**src/rtl/fe_pkg.sv**
```systemverilog
package fe_pkg;
  localparam int LANES = 4;
  localparam int CH_N  = 2;

  typedef enum logic [1:0] {FILL16 = 2'd0, FILL24 = 2'd1, FILL32 = 2'd2} fill_mode_e;

  typedef struct packed {
    logic [LANES-1:0]   be;
    logic [8*LANES-1:0] data;
    logic [2:0]         nbytes;
  } beat_t;

  // bit 8 wins over bit 9
  function automatic fill_mode_e decode_mode(logic sel24, logic sel32);
    if (sel24) return FILL24;
    if (sel32) return FILL32;
    return FILL16;
  endfunction

  // One beat: bytes from lane0 up to the nearest of word end, pixel end, fill end.
  function automatic beat_t plan_beat(fill_mode_e mode, logic [1:0] lane0,
                                      logic [1:0] phase, logic [2:0] cap,
                                      logic [31:0] val);
    beat_t b;
    int n, pix, off;
    b = '0;
    case (mode)
      FILL16:  pix = 2;
      FILL32:  pix = 4;
      default: pix = 3 - int'(phase);
    endcase
    n = LANES - int'(lane0);
    if (pix < n) n = pix;
    if (int'(cap) < n) n = int'(cap);
    for (int l = 0; l < LANES; l++) begin
      if (l >= int'(lane0) && l < int'(lane0) + n) begin
        b.be[l] = 1'b1;
        off = l - int'(lane0);
        case (mode)
          FILL16:  b.data[8*l +: 8] = val[8*(l%2) +: 8];
          FILL32:  b.data[8*l +: 8] = val[8*l +: 8];
          default: b.data[8*l +: 8] = val[8*(2-(int'(phase)+off)) +: 8];
        endcase
      end
    end
    b.nbytes = 3'(n);
    return b;
  endfunction

  function automatic logic [1:0] next_phase(fill_mode_e mode, logic [1:0] phase,
                                            logic [2:0] nbytes);
    int p;
    if (mode != FILL24) return 2'd0;
    p = int'(phase) + int'(nbytes);
    return (p >= 3) ? 2'd0 : 2'(p);
  endfunction
endpackage

```
**src/rtl/fe_channel.sv**
```systemverilog
module fe_channel
  import fe_pkg::*;
#(
  parameter int ADDR_W = 32
) (
  input  logic              clk,
  input  logic              rst_n,
  input  logic              wr_en,
  input  logic [1:0]        reg_idx,
  input  logic [31:0]       wr_data,
  output logic [31:0]       rd_data,
  output logic              req,
  output logic [ADDR_W-1:0] beat_addr,
  output logic [LANES-1:0]  beat_be,
  output logic [31:0]       beat_data,
  input  logic              accept,
  output logic              done_pulse,
  output logic              busy
);
  logic [31:0]       start_q, end_q, value_q;
  logic              sel24_q, sel32_q, busy_q;
  logic [ADDR_W-1:0] ptr_q;
  logic [1:0]        phase_q;

  logic [ADDR_W-1:0] start_b, end_b, remain;
  logic              more;
  logic [2:0]        cap;
  fill_mode_e        mode;
  beat_t             beat;

  assign start_b = ADDR_W'({start_q, 3'b000});
  assign end_b   = ADDR_W'({end_q, 3'b000});
  assign more    = ptr_q < end_b;
  assign remain  = end_b - ptr_q;
  assign cap     = (remain >= ADDR_W'(LANES)) ? 3'(LANES) : remain[2:0];
  assign mode    = decode_mode(sel24_q, sel32_q);
  assign beat    = plan_beat(mode, ptr_q[1:0], phase_q, cap, value_q);

  assign req        = busy_q && more;
  assign done_pulse = busy_q && !more;
  assign busy       = busy_q;
  assign beat_addr  = {ptr_q[ADDR_W-1:2], 2'b00};
  assign beat_be    = beat.be;
  assign beat_data  = beat.data;

  always_comb begin
    case (reg_idx)
      2'd0:    rd_data = start_q;
      2'd1:    rd_data = end_q;
      2'd2:    rd_data = value_q;
      default: rd_data = {22'd0, sel32_q, sel24_q, 7'd0, busy_q};
    endcase
  end

  always_ff @(posedge clk) begin
    if (!rst_n) begin
      start_q <= '0;
      end_q   <= '0;
      value_q <= '0;
      sel24_q <= 1'b0;
      sel32_q <= 1'b0;
      busy_q  <= 1'b0;
      ptr_q   <= '0;
      phase_q <= '0;
    end else if (!busy_q) begin
      if (wr_en) begin
        case (reg_idx)
          2'd0: start_q <= wr_data;
          2'd1: end_q   <= wr_data;
          2'd2: value_q <= wr_data;
          default: begin
            sel24_q <= wr_data[8];
            sel32_q <= wr_data[9];
            if (wr_data[0] && start_q != '0) begin
              busy_q  <= 1'b1;
              ptr_q   <= start_b;
              phase_q <= 2'd0;
            end
          end
        endcase
      end
    end else begin
      if (!more) busy_q <= 1'b0;
      if (accept) begin
        ptr_q   <= ptr_q + ADDR_W'(beat.nbytes);
        phase_q <= next_phase(mode, phase_q, beat.nbytes);
      end
    end
  end
endmodule

```
**src/rtl/fe_rr_arb.sv**
```systemverilog
module fe_rr_arb
  import fe_pkg::*;
(
  input  logic            clk,
  input  logic            rst_n,
  input  logic [CH_N-1:0] req,
  input  logic            ready,
  output logic [CH_N-1:0] gnt
);
  logic            last_q;
  logic            hold_q;
  logic [CH_N-1:0] held_q;

  always_comb begin
    if (hold_q)             gnt = held_q;
    else if (&req)          gnt = last_q ? 2'b01 : 2'b10;
    else                    gnt = req;
  end

  always_ff @(posedge clk) begin
    if (!rst_n) begin
      last_q <= 1'b1;
      hold_q <= 1'b0;
      held_q <= '0;
    end else begin
      hold_q <= (|gnt) && !ready;
      held_q <= gnt;
      if ((|gnt) && ready) last_q <= gnt[1];
    end
  end
endmodule

```
**src/rtl/fill_engine.sv**
```systemverilog
module fill_engine
  import fe_pkg::*;
#(
  parameter int ADDR_W = 32
) (
  input  logic              clk,
  input  logic              rst_n,
  input  logic              reg_we,
  input  logic [2:0]        reg_addr,
  input  logic [31:0]       reg_wdata,
  output logic [31:0]       reg_rdata,
  output logic              mem_valid,
  input  logic              mem_ready,
  output logic [ADDR_W-1:0] mem_addr,
  output logic [3:0]        mem_be,
  output logic [31:0]       mem_wdata,
  output logic [1:0]        irq
);
  logic [CH_N-1:0]   ch_req, ch_busy, gnt, ch_accept;
  logic [31:0]       ch_rd   [CH_N];
  logic [ADDR_W-1:0] ch_addr [CH_N];
  logic [LANES-1:0]  ch_be   [CH_N];
  logic [31:0]       ch_data [CH_N];

  for (genvar c = 0; c < CH_N; c++) begin : g_ch
    assign ch_accept[c] = gnt[c] && mem_ready;
    fe_channel #(.ADDR_W(ADDR_W)) u_ch (
      .clk       (clk),
      .rst_n     (rst_n),
      .wr_en     (reg_we && (reg_addr[2] == 1'(c))),
      .reg_idx   (reg_addr[1:0]),
      .wr_data   (reg_wdata),
      .rd_data   (ch_rd[c]),
      .req       (ch_req[c]),
      .beat_addr (ch_addr[c]),
      .beat_be   (ch_be[c]),
      .beat_data (ch_data[c]),
      .accept    (ch_accept[c]),
      .done_pulse(irq[c]),
      .busy      (ch_busy[c])
    );
  end

  fe_rr_arb u_arb (
    .clk  (clk),
    .rst_n(rst_n),
    .req  (ch_req),
    .ready(mem_ready),
    .gnt  (gnt)
  );

  assign reg_rdata = ch_rd[reg_addr[2]];
  assign mem_valid = |ch_req;
  assign mem_addr  = gnt[1] ? ch_addr[1] : ch_addr[0];
  assign mem_be    = gnt[1] ? ch_be[1]   : ch_be[0];
  assign mem_wdata = gnt[1] ? ch_data[1] : ch_data[0];
endmodule

```
**config.mk**
```make
export PLATFORM = sky130hd
export DESIGN_NAME = fill_engine
export DESIGN_NICKNAME = d
export VERILOG_FILES = /design/src/rtl/fe_pkg.sv /design/src/rtl/fe_channel.sv /design/src/rtl/fe_rr_arb.sv /design/src/rtl/fill_engine.sv
export SDC_FILE = /design/constraint.sdc
export NUM_CORES = 1
export LEC_CHECK = 0
export ABC_AREA = 1
export BUFFER_PORTS_ARGS = -buffer_cell sky130_fd_sc_hd__buf_4
export CAP_MARGIN = 20
export CORE_MARGIN = 2
export CORE_UTILIZATION = 35
export DETAILED_ROUTE_END_ITERATION = 7
export PLACE_DENSITY = 0.55
export SLEW_MARGIN = 0
export SYNTH_ARGS = -nofsm -noshare
export SYNTH_HDL_FRONTEND = slang
export SYNTH_SLANG_ARGS = --single-unit
```
**constraint.sdc**
```tcl
create_clock -name clk -period 4.96 [get_ports clk]
set_input_delay 0.992 -clock clk [delete_from_list [all_inputs] [get_ports clk]]
set_output_delay 0.992 -clock clk [all_outputs]
set_load 0.005 [all_outputs]
```
==> impl_metrics.prom <==
# TYPE chip_impl_metric gauge
chip_impl_metric{name="number_of_levels_the_h_tree_was_split_into",unit=""} 1
chip_impl_metric{name="clk_path_buf_depth",unit=""} 3
chip_impl_metric{name="drt-initial-drc-count",unit=""} 3107
chip_impl_metric{name="detailroute.via_count",unit=""} 28800
chip_impl_metric{name="postCtsHoldBufs",unit=""} 0
chip_impl_info{name="cp_common_cell",value="nand2_4"} 1
chip_impl_metric{name="globalRouteTotalUtil",unit=""} 0.313
chip_impl_metric{name="timing_max_transition_violations_final",unit=""} 0
chip_impl_metric{name="yosysSeqAreaShare",unit=""} 0.235
chip_impl_info{name="worst_hold_startpoint",value="g_ch[1].u_ch.start_q[30]"} 1
chip_impl_metric{name="finalSetupTns",unit="ps"} -46940
chip_impl_metric{name="fmaxAchievable",unit="MHz"} 162
chip_impl_info{name="min_to",value="g_ch[1].u_ch.start_q[30]"} 1
chip_impl_metric{name="synth_cell_type_count",unit=""} 59
chip_impl_info{name="slowest_stage",value="fa_2"} 1
chip_impl_info{name="clk_root_buffer_cell",value="clkbuf_16"} 1
chip_impl_metric{name="initial_core_util",unit=""} 0.352
chip_impl_metric{name="fin_util",unit=""} 0.507
chip_impl_metric{name="synth_enable_flop_cells",unit=""} 0
chip_impl_metric{name="setup_slack",unit="ps"} -1230
chip_impl_metric{name="place_area",unit="sq mm"} 0.0290
chip_impl_metric{name="critical_path_peak_fanout",unit=""} 4
chip_impl_info{name="violations_in_the_final_reports",value="setup timing"} 1
chip_impl_metric{name="core.rowCount",unit=""} 94
chip_impl_metric{name="finish.net_count",unit=""} 4645
chip_impl_metric{name="detail_route.first_pass.iterations",unit=""} 7
chip_impl_info{name="hp-class",value="flip-flop to flip-flop"} 1
chip_impl_metric{name="synthesis.area_per_instance",unit="sq um"} 5.91
chip_impl_metric{name="floorplan.die.height",unit="um"} 261
chip_impl_metric{name="clk_latency",unit="ps"} 600
chip_impl_metric{name="io_pins",unit=""} 142
chip_impl_metric{name="final_number_of_setup_violating_endpoints",unit=""} 63
chip_impl_metric{name="fp.dieArea",unit="sq mm"} 0.0679
chip_impl_metric{name="path_clk_slew",unit="ps"} 60
chip_impl_info{name="crit_path_start_kind",value="flip-flop"} 1
chip_impl_metric{name="synth_seq_cells",unit=""} 270
chip_impl_metric{name="finalCriticalPeriod",unit="ps"} 6190
chip_impl_metric{name="route.detailed.wl_per_inst",unit="um"} 20.6
chip_impl_metric{name="fp.coreArea",unit="sq mm"} 0.0654
chip_impl_metric{name="finalHoldViolations",unit=""} 0
chip_impl_metric{name="gp_congestion",unit=""} 0.974
chip_impl_metric{name="arrival",unit="ps"} 5200
chip_impl_metric{name="die_width",unit="um"} 261
chip_impl_info{name="r2r-start",value="g_ch[1].u_ch.ptr_q[10]"} 1
chip_impl_metric{name="dpl.hpwl",unit="um"} 84100
chip_impl_metric{name="post-route-drc-count",unit=""} 0
chip_impl_metric{name="tightest_slew",unit="ps"} 961
chip_impl_metric{name="netlist_area",unit="sq mm"} 0.0230
chip_impl_metric{name="globalRouteOverflowTotal",unit=""} 0
chip_impl_info{name="tritoncts",value="done"} 1
chip_impl_info{name="timing.setup.critical_path_class",value="flip-flop to output pin"} 1
chip_impl_info{name="nature_of_the_critical_path_endpoint",value="output pin"} 1
chip_impl_metric{name="reg2reg_slack",unit="ps"} -550
chip_impl_metric{name="worst-r2r-cell-count",unit=""} 39
chip_impl_metric{name="grt_first_pass_wirelength",unit="um"} 162000
chip_impl_metric{name="p_leak",unit="nW"} 15.5
chip_impl_metric{name="power.total",unit="mW"} 8.01
chip_impl_metric{name="synth_async_sr_flop_share",unit=""} 0
chip_impl_info{name="reg2reg_to",value="g_ch[1].u_ch.ptr_q[24]"} 1
chip_impl_metric{name="cts_buffers",unit=""} 30
chip_impl_metric{name="synthCells",unit=""} 3894
chip_impl_metric{name="pwr_dens",unit="mW/mm^2"} 242
chip_impl_metric{name="cts_sinks",unit=""} 270
chip_impl_info{name="grt_setup_unrepaired",value="true"} 1
chip_impl_info{name="most-common-layout-cells",value="nand2_1, buf_4, inv_1"} 1
chip_impl_metric{name="largest_net_degree_at_the_start_of_global_routing",unit=""} 95
chip_impl_metric{name="layout.cell_area.non_filler",unit="sq mm"} 0.0332
chip_impl_metric{name="wirelength",unit="um"} 111000
chip_impl_metric{name="yosysWarningCount",unit=""} 0
chip_impl_metric{name="ant_nets",unit=""} 0
chip_impl_metric{name="maximum_vdd_drop",unit="mV"} 0.257
chip_impl_info{name="mostFrequentLayoutCell",value="nand2_1"} 1
chip_impl_metric{name="required",unit="ps"} 3970
chip_impl_metric{name="grt_pass1_vias",unit=""} 26300
chip_impl_metric{name="synthToLayoutAreaGrowth",unit="%"} 44.1
chip_impl_metric{name="vias_per_cell",unit=""} 5.36
chip_impl_metric{name="buffer_ports.inserted",unit=""} 139
chip_impl_metric{name="number_of_cells_traversed_by_the_worst_hold_path",unit=""} 2
chip_impl_info{name="outcome",value="finished, violations left"} 1
chip_impl_metric{name="post-route-period-util",unit=""} 1.25
chip_impl_metric{name="maxSlewHeadroom",unit=""} 0.352
chip_impl_metric{name="worst_path_largest_cell_delay",unit="ps"} 350
chip_impl_metric{name="number_of_antenna_violations_at_the_first_check_in_global_routing",unit=""} 5
chip_impl_metric{name="clock_skew",unit="ps"} 22.3
chip_impl_metric{name="drv.max_cap_violation_count",unit=""} 0
chip_impl_metric{name="post_route_cells_drive_above_1_share",unit=""} 0.324
chip_impl_info{name="ys.flop_type",value="dfxtp_1"} 1
flip-flops by register name, summed over array words and instances (netlist names), 2 cells and up:
name / cells
g_ch.u_ch.end_q: 64
g_ch.u_ch.start_q: 64
g_ch.u_ch.busy: 2
g_ch.u_ch.ptr_q: 64
u_arb.held_q: 2
g_ch.u_ch.sel24_q: 2
g_ch.u_ch.value_q: 64
g_ch.u_ch.sel32_q: 2
g_ch.u_ch.phase_q: 4
cell usage after synthesis (3+ instances only):
master / number / area [sq um]
nor2_2: 39 / 244
nor3_1: 50 / 250
ha_1: 108 / 1350
nand2_2: 18 / 113
nand4_1: 50 / 313
a21oi_2: 3 / 26.3
o22ai_1: 50 / 313
nor2_4: 4 / 45.0
and2_1: 5 / 31.3
nand3_2: 4 / 40.0
a221oi_1: 36 / 315
dfxtp_1: 270 / 5410
nor4_1: 21 / 131
nand2_4: 3 / 33.8
o21bai_1: 12 / 90.1
buf_1: 3 / 11.3
o221ai_1: 39 / 342
o21a_1: 6 / 45.0
o211ai_2: 3 / 37.5
inv_1: 523 / 1960
clkbuf_1: 148 / 556
nand2_1: 934 / 3510
buf_12: 3 / 60.1
a211oi_1: 3 / 22.5
nand3b_1: 15 / 113
xor2_1: 45 / 394
o21ai_1: 15 / 75.1
nor2_1: 499 / 1870
mux2i_1: 8 / 80.1
a21oi_1: 215 / 1080
fa_1: 12 / 240
buf_6: 9 / 101
o311ai_0: 4 / 35.0
buf_4: 5 / 37.5
o211ai_1: 9 / 67.6
buf_2: 8 / 40.0
clkinv_1: 4 / 15.0
nand3_1: 193 / 966
o21ai_0: 494 / 2470
metrics by stage:
| stage | setup slack (ps) | hold slack (ps) | std cells |
|---|---|---|---|
| floorplan | 0.0515 | 439 | 3895 |
| global placement | -884 | 460 | 5218 |
| detailed placement | -928 | 459 | 5218 |
| CTS | -1150 | 470 | 5332 |
| global route | -1470 | 505 | 5373 |
| finish | -1230 | 478 | 5375 |
critical path: cells and delay by family (launching register included):
family	cells	cell delay (ps)
buffers and inverters	9	810
AOI/OAI and AO/OA	3	520
DFF	1	340
adders and majority gates	4	980
xor gates and xnor gates	1	150
and+or+nand+nor	17	1780
how the worst max path moves through the flow:
stage | start | slack, ps | cells past startpoint | endpoint
2_1_floorplan | g_ch[0].u_ch.ptr_q[4] | 0.05 | 31 | mem_be[0]
3_3_place_gp | g_ch[0].u_ch.ptr_q[13] | -880 | 33 | mem_wdata[4]
3_5_place_dp | g_ch[0].u_ch.ptr_q[13] | -930 | 33 | mem_wdata[4]
4_1_cts | g_ch[1].u_ch.ptr_q[10] | -1150 | 30 | mem_wdata[15]
5_1_grt | g_ch[0].u_ch.ptr_q[7] | -1470 | 35 | mem_wdata[0]
6_report | g_ch[0].u_ch.ptr_q[7] | -1230 | 34 | mem_wdata[1]
timing repair:
item                                    in CTS  in global routing
gates cloned                                 5                  1
pin swaps                                  101                172
buffers inserted                            56                 48
endpoints found under the setup margin      89                110
resized for setup                          303                361
layout make-up:
class / instances / area [sq um]
Fill cell: 6622 / 32200
Multi-Input combinational cell: 2920 / 17800
Timing Repair Buffer: 733 / 5760
Sequential cell: 270 / 5490
Antenna cell: 2 / 5.00
Inverter: 531 / 2040
Tap cell: 864 / 1080
Clock buffer: 45 / 928
Clock inverter: 10 / 114
logic make-up (layout without fill, tap and decap cells):
kind of cell,Yosys count,after routing,share of synthesized area
mux,8,8,0.00348
other cells,1,4,0.000163
fa+ha+maj,120,120,0.0691
buf+inv,708,1319,0.122
compound gates,897,897,0.216
flops,270,270,0.235
xor+xnor,46,46,0.0175
simple gates,1844,1847,0.337
layer usage:
layer / up-vias / global-route usage / part of all wire
li1: 13900 / - / -
met2: 1276 / 0.503 / 0.44
met1: 13300 / 0.404 / 0.40
met5: - / 0 / 0.00022
met3: 299 / 0.0416 / 0.083
met4: 4 / 0.177 / 0.069
power by group:
| part | internal (mW) | switching, mW | leakage [nW] | total (mW) |
|---|---|---|---|---|
| Sequential | 2.24 | 0.0747 | 2.22 | 2.32 |
| Combinational | 1.38 | 1.90 | 12.8 | 3.28 |
| Clock | 1.39 | 1.02 | 0.504 | 2.42 |
| Total | 5.01 | 3.00 | 15.5 | 8.01 |
(Power assumes the default switching activity.)
